$ cat src/rtl/rtc_evt_pkg.sv
package rtc_evt_pkg;
  typedef struct packed {
    logic [1:0] rate;
    logic [1:0] filt;
    logic       enable;
    logic       haltOn;
    logic       batOff;
  } evtCfg_t;

  typedef struct packed {
    logic detect;
    logic clrFlag;
    logic rtcWr;
  } evtStb_t;
endpackage

$ cat src/rtl/rtc_evt_ctrl.sv
module rtc_evt_ctrl
  import rtc_evt_pkg::*;
#(
  parameter int HALF_SEC_CYC = 16384,
  parameter int FILT_SHORT   = 128,
  parameter int FILT_MID     = 512,
  parameter int FILT_LONG    = 1024
) (
  input  logic       clk,
  input  logic       rstN,
  input  logic       evPinN,
  input  logic       cfgWe,
  input  logic [1:0] rateSel,
  input  logic [1:0] filtSel,
  input  logic       enable,
  input  logic       statusClr,
  input  logic       rtcWrite,
  output evtStb_t    stb
);
  localparam int PER_W = $clog2(8 * HALF_SEC_CYC + 1);
  localparam int FLT_W = $clog2(FILT_LONG + 1);

  logic [1:0]       syncQ;
  logic             pinLow;
  logic [FLT_W-1:0] lowCnt;
  logic [FLT_W-1:0] filtTarget;
  logic             qualified;
  logic [PER_W-1:0] perCnt;
  logic [PER_W-1:0] periodM1;
  logic             tick;
  logic             lastHigh;

  // two-stage synchronizer, rests high
  always_ff @(posedge clk or negedge rstN) begin
    if (!rstN) syncQ <= 2'b11;
    else       syncQ <= {syncQ[0], evPinN};
  end
  assign pinLow = !syncQ[1];

  // stability filter: count consecutive low clocks, restart on any high
  always_ff @(posedge clk or negedge rstN) begin
    if (!rstN)                              lowCnt <= '0;
    else if (!pinLow)                       lowCnt <= '0;
    else if (lowCnt != FLT_W'(FILT_LONG))   lowCnt <= lowCnt + 1'b1;
  end

  always_comb begin
    case (filtSel)
      2'd0:    filtTarget = '0;
      2'd1:    filtTarget = FLT_W'(FILT_SHORT);
      2'd2:    filtTarget = FLT_W'(FILT_MID);
      default: filtTarget = FLT_W'(FILT_LONG);
    endcase
  end
  assign qualified = pinLow && (lowCnt >= filtTarget);

  // sample instant generator, phase restarts on configuration write
  always_comb begin
    case (rateSel)
      2'd0:    periodM1 = '0;
      2'd1:    periodM1 = PER_W'(HALF_SEC_CYC - 1);
      2'd2:    periodM1 = PER_W'(2 * HALF_SEC_CYC - 1);
      default: periodM1 = PER_W'(8 * HALF_SEC_CYC - 1);
    endcase
  end
  assign tick = (perCnt >= periodM1);

  always_ff @(posedge clk or negedge rstN) begin
    if (!rstN)      perCnt <= '0;
    else if (cfgWe) perCnt <= '0;
    else if (tick)  perCnt <= '0;
    else            perCnt <= perCnt + 1'b1;
  end

  // level seen at the previous sample instant
  always_ff @(posedge clk or negedge rstN) begin
    if (!rstN)        lastHigh <= 1'b1;
    else if (!enable) lastHigh <= 1'b1;
    else if (tick)    lastHigh <= !qualified;
  end

  assign stb.detect  = enable && tick && qualified && lastHigh;
  assign stb.clrFlag = statusClr;
  assign stb.rtcWr   = rtcWrite;

  AST_ONE_DETECT_PER_LOW: assert property (@(posedge clk) disable iff (!rstN)
    stb.detect |=> !stb.detect);
endmodule

$ cat src/rtl/rtc_evt_dp.sv
module rtc_evt_dp
  import rtc_evt_pkg::*;
#(
  parameter int TIME_W = 48
) (
  input  logic              clk,
  input  logic              rstN,
  input  logic              cfgWe,
  input  evtCfg_t           cfgIn,
  input  logic [TIME_W-1:0] timeNow,
  input  logic              onBattery,
  input  evtStb_t           stb,
  output evtCfg_t           cfgQ,
  output logic              flagQ,
  output logic [TIME_W-1:0] stampQ,
  output logic              haltQ,
  output logic              evOut
);
  logic capture;
  assign capture = stb.detect && !flagQ;

  // configuration word; a time-set write disarms halt-on-event
  always_ff @(posedge clk or negedge rstN) begin
    if (!rstN) cfgQ <= '0;
    else begin
      if (cfgWe)     cfgQ <= cfgIn;
      if (stb.rtcWr) cfgQ.haltOn <= 1'b0;
    end
  end

  always_ff @(posedge clk or negedge rstN) begin
    if (!rstN) begin
      flagQ  <= 1'b0;
      stampQ <= '0;
    end else if (stb.clrFlag) begin
      flagQ  <= 1'b0;
      stampQ <= '0;
    end else if (capture) begin
      flagQ  <= 1'b1;
      stampQ <= timeNow;
    end
  end

  always_ff @(posedge clk or negedge rstN) begin
    if (!rstN)                         haltQ <= 1'b0;
    else if (stb.rtcWr)                haltQ <= 1'b0;
    else if (capture && cfgQ.haltOn)   haltQ <= 1'b1;
  end

  assign evOut = flagQ && !(cfgQ.batOff && onBattery);

  AST_FLAG_NEEDS_EN: assert property (@(posedge clk) disable iff (!rstN)
    $rose(flagQ) |-> $past(cfgQ.enable));
  AST_HALT_NEEDS_EN: assert property (@(posedge clk) disable iff (!rstN)
    $rose(haltQ) |-> $past(cfgQ.enable));
  AST_STAMP_HOLD: assert property (@(posedge clk) disable iff (!rstN)
    (flagQ && $past(flagQ)) |-> $stable(stampQ));
  AST_CLR_FLAG: assert property (@(posedge clk) disable iff (!rstN)
    stb.clrFlag |=> (!flagQ && stampQ == '0));
  AST_HALT_RELEASE: assert property (@(posedge clk) disable iff (!rstN)
    stb.rtcWr |=> (!haltQ && !cfgQ.haltOn));
endmodule

$ cat src/rtl/rtc_evt_det.sv
module rtc_evt_det
  import rtc_evt_pkg::*;
#(
  parameter int TIME_W       = 48,
  parameter int HALF_SEC_CYC = 16384,
  parameter int FILT_SHORT   = 128,
  parameter int FILT_MID     = 512,
  parameter int FILT_LONG    = 1024
) (
  input  logic              clk,
  input  logic              rstN,
  input  logic              evPinN,
  input  logic              cfgWe,
  input  logic [6:0]        cfgIn,
  input  logic [TIME_W-1:0] timeNow,
  input  logic              rtcWrite,
  input  logic              statusClr,
  input  logic              onBattery,
  output logic              eventFlag,
  output logic [TIME_W-1:0] stampOut,
  output logic              haltCount,
  output logic              evDetOut,
  output logic [6:0]        cfgOut
);
  evtStb_t stb;
  evtCfg_t cfgQ;

  rtc_evt_ctrl #(
    .HALF_SEC_CYC(HALF_SEC_CYC),
    .FILT_SHORT  (FILT_SHORT),
    .FILT_MID    (FILT_MID),
    .FILT_LONG   (FILT_LONG)
  ) u_ctrl (
    .clk      (clk),
    .rstN     (rstN),
    .evPinN   (evPinN),
    .cfgWe    (cfgWe),
    .rateSel  (cfgQ.rate),
    .filtSel  (cfgQ.filt),
    .enable   (cfgQ.enable),
    .statusClr(statusClr),
    .rtcWrite (rtcWrite),
    .stb      (stb)
  );

  rtc_evt_dp #(.TIME_W(TIME_W)) u_dp (
    .clk      (clk),
    .rstN     (rstN),
    .cfgWe    (cfgWe),
    .cfgIn    (evtCfg_t'(cfgIn)),
    .timeNow  (timeNow),
    .onBattery(onBattery),
    .stb      (stb),
    .cfgQ     (cfgQ),
    .flagQ    (eventFlag),
    .stampQ   (stampOut),
    .haltQ    (haltCount),
    .evOut    (evDetOut)
  );

  assign cfgOut = cfgQ;
endmodule

$ cat config.mk
export PLATFORM = sky130hd
export DESIGN_NAME = rtc_evt_det
export DESIGN_NICKNAME = d
export VERILOG_FILES = /design/src/rtl/rtc_evt_pkg.sv /design/src/rtl/rtc_evt_ctrl.sv /design/src/rtl/rtc_evt_dp.sv /design/src/rtl/rtc_evt_det.sv
export SDC_FILE = /design/constraint.sdc
export NUM_CORES = 1
export LEC_CHECK = 0
export CAP_MARGIN = 10
export CORE_MARGIN = 4
export CORE_UTILIZATION = 40
export CTS_BUF_LIST = sky130_fd_sc_hd__clkbuf_4
export DETAILED_ROUTE_END_ITERATION = 10
export PLACE_DENSITY = 0.68
export RECOVER_POWER = 25
export SLEW_MARGIN = 15
export SYNTH_ARGS = -nofsm -noshare
export SYNTH_HDL_FRONTEND = slang
export SYNTH_SLANG_ARGS = --single-unit
$ cat constraint.sdc
create_clock -name clk -period 5.7 [get_ports clk]
set_input_delay 0.57 -clock clk [delete_from_list [all_inputs] [get_ports clk]]
set_output_delay 0.57 -clock clk [all_outputs]
set_load 0.02 [all_outputs]
==> metrics <==
Synthesized Nets=476; Die Ht=113 um; family with the most delay on the worst path=simple AND/OR/NAND/NOR gates; # H-tree levels=3; core box area=10800 um2; initial antenna violation count=0; die area=12800 um2; Vias/cell=4.75; Clock Path Buffers=2; DR DRC count=0; fin crit period=2.66 ns; Avg Inst Size Synth=10.9 um2; largest net degree at the start of global routing=98; Bufs and invs on worst path=1; Iter 0 DRT Violations=118; Yosys cell types=39; Wirelength per Cell=13.8 um; synthesized instance count=405; Clk pin slew, worst setup/hold paths=0.15 ns; PortBufs=119; width of the die=113 um; max_slew headroom=-0.617; fin util=0.538; Initial Util=0.408; gpl congestion=0.820; Worst setup EP type=register; final setup fails=0; share of layout cells above drive strength 1=0.0630; CP startpoint kind=register; outcome=finished, violations left; cts hold-fix bufs=0; most frequent cells in the layout=115 x clkdlybuf4s50_1, 99 x nand2b_1, 86 x dfrtp_1, 50 x mux2i_1, 34 x nor2_1; fin nets=590; cell area after synthesis=4420 um2; global-route wire length before repair=16000 um; Slew @ Worst Pin=2.43 ns; Root Buffer Master=clkbuf_4; routed vias=3155; Post-CTS Setup Bufs=0; DRT Wirelength=9140 um; cells along the critical path=nand2b_1, ha_1, o21a_1, nor2_1, nor4b_2, nor4b_4, buf_4, mux2i_1; ANT cells=0; Worst-Skew Late Latency=0.42 ns; Global Route Usage Sum=0.152; cts bufs inserted=9; synth warn=0; fmax=375 MHz; Worst Hold Class=reg2reg; Post-DP HPWL=6440 um; critical path's slowest cell=buf_4; Post-CTS Resized=0; register area share after synthesis=0.504; Routed Antenna Nets=0; asr flop ratio synth=1.00; Setup CP Type=reg2reg; Fin. Hold Viols=0; register bit total from synthesis=89; clock sink total=89; required time of the critical path=6.04 ns; CTS tree=yes; failing checks=max-capacitance violations, max-slew violations; PwrDens=201 nW/um2; EDFF count, synth=0; Top Ports=120; commonest non-fill, non-tap cell in the layout=clkdlybuf4s50_1; row count=38; Final Max Tran Viols=46; First-pass DRT Iterations=4; vias in the first global route=3338; ys flop type=dfrtp_1; Leak=0.00239 uW; Worst Path Arrival=3.00 ns; setup TNS=0 ns; fin crit share=0.467; Setup Skew=0.0168 ns; worst-path maximum fanout=48; Area Overhead vs Synth=31.9%; peak supply drop=80.9 uV; max_cap viols=1; RSZ-0062 raised after global routing=no; CP peak stage delay=0.66 ns; Overflow after GRT=0
[through the flow]
step / setup WS (ns) / total power (uW) / instance area, um2 / instances / hold WS (ns)
2_1_floorplan: 3.47 / 744 / 4420 / 405 / 0.274
3_3_place_gp: 3.12 / 827 / 5690 / 648 / 0.347
3_5_place_dp: 3.06 / 830 / 5690 / 648 / 0.351
4_1_cts: 3.03 / 1200 / 5840 / 664 / 0.116
5_1_grt: 2.62 / 1240 / 5830 / 664 / 0.377
6_report: 3.04 / 1170 / 5830 / 664 / 0.368
[metal layers]
metal  share of wire  vias up  global-route usage
met3           0.063        9              0.0465
met2            0.47       79               0.241
met4           0.013        0              0.0457
met5               0        -                   0
li1                -     1567                   -
met1            0.46     1500               0.199
[final timing paths]
check	start	endpoint	slack [ns]	cells past startpoint
setup reg to reg	u_dp.cfgQ[3]$_DFFE_PN0P_	u_dp.stampQ[42]$_DFFE_PN0P_	3.04	8
hold reg to reg	u_ctrl.syncQ[0]$_DFF_PN1_	u_ctrl.syncQ[1]$_DFF_PN1_	0.37	0
min in group asynchronous	rstN	u_ctrl.lowCnt[9]$_DFFE_PN0P_	0.87	1
hold / removal	u_ctrl.syncQ[0]$_DFF_PN1_	u_ctrl.syncQ[1]$_DFF_PN1_	0.37	0
max in group asynchronous	rstN	u_dp.stampQ[40]$_DFFE_PN0P_	3.20	2
setup / recovery	u_dp.cfgQ[3]$_DFFE_PN0P_	u_dp.stampQ[42]$_DFFE_PN0P_	3.04	8
[layout make-up]
cell class	instances	area, um2
clock buffers	9	67.6
clock inverters	7	76.3
fillers	988	5010
inverters	8	30.0
multi-input cells	289	2050
flip-flops and latches	89	2230
well taps	140	175
repair buffers	122	1200
[cells by family after synthesis]
group                    share of synthesized area
adder cells (fa/ha/maj)                     0.0255
buffers and inverters                       0.0325
AND/OR/NAND/NOR                              0.244
AO/OA/AOI/OAI                               0.0240
XOR/XNOR                                    0.0436
multiplexers                                 0.126
flip-flops                                   0.504
[state kept, by name, indices dropped and copies added, names as in the netlist]
name,flops
u_dp.cfgQ,7
u_ctrl.perCnt,18
u_ctrl.lastHigh,1
u_dp.stampQ,48
u_dp.flagQ,1
u_ctrl.syncQ,2
u_ctrl.lowCnt,11
u_dp.haltQ,1
[power breakdown]
| part | total, uW | switching, uW | internal, uW |
|---|---|---|---|
| sequential | 659 | 13.2 | 646 |
| combinational | 155 | 68.7 | 86.4 |
| clock | 358 | 221 | 137 |
[synth_stat cells, types with 3 or more instances]
library cell,n,area share
dfrtp_1,86,0.49
inv_1,8,0.0068
dfstp_2,3,0.018
buf_4,3,0.0051
mux2_2,5,0.013
clkbuf_1,12,0.010
nand2b_1,99,0.14
o21ai_0,3,0.0034
nor2_1,34,0.029
ha_1,9,0.025
a21oi_1,7,0.0079
xnor2_1,6,0.012
and3_1,8,0.011
nand2_1,16,0.014
xor2_1,16,0.032
mux2i_1,50,0.11
nand3_1,13,0.015
No activity file was read; power rests on OpenSTA's default activity.
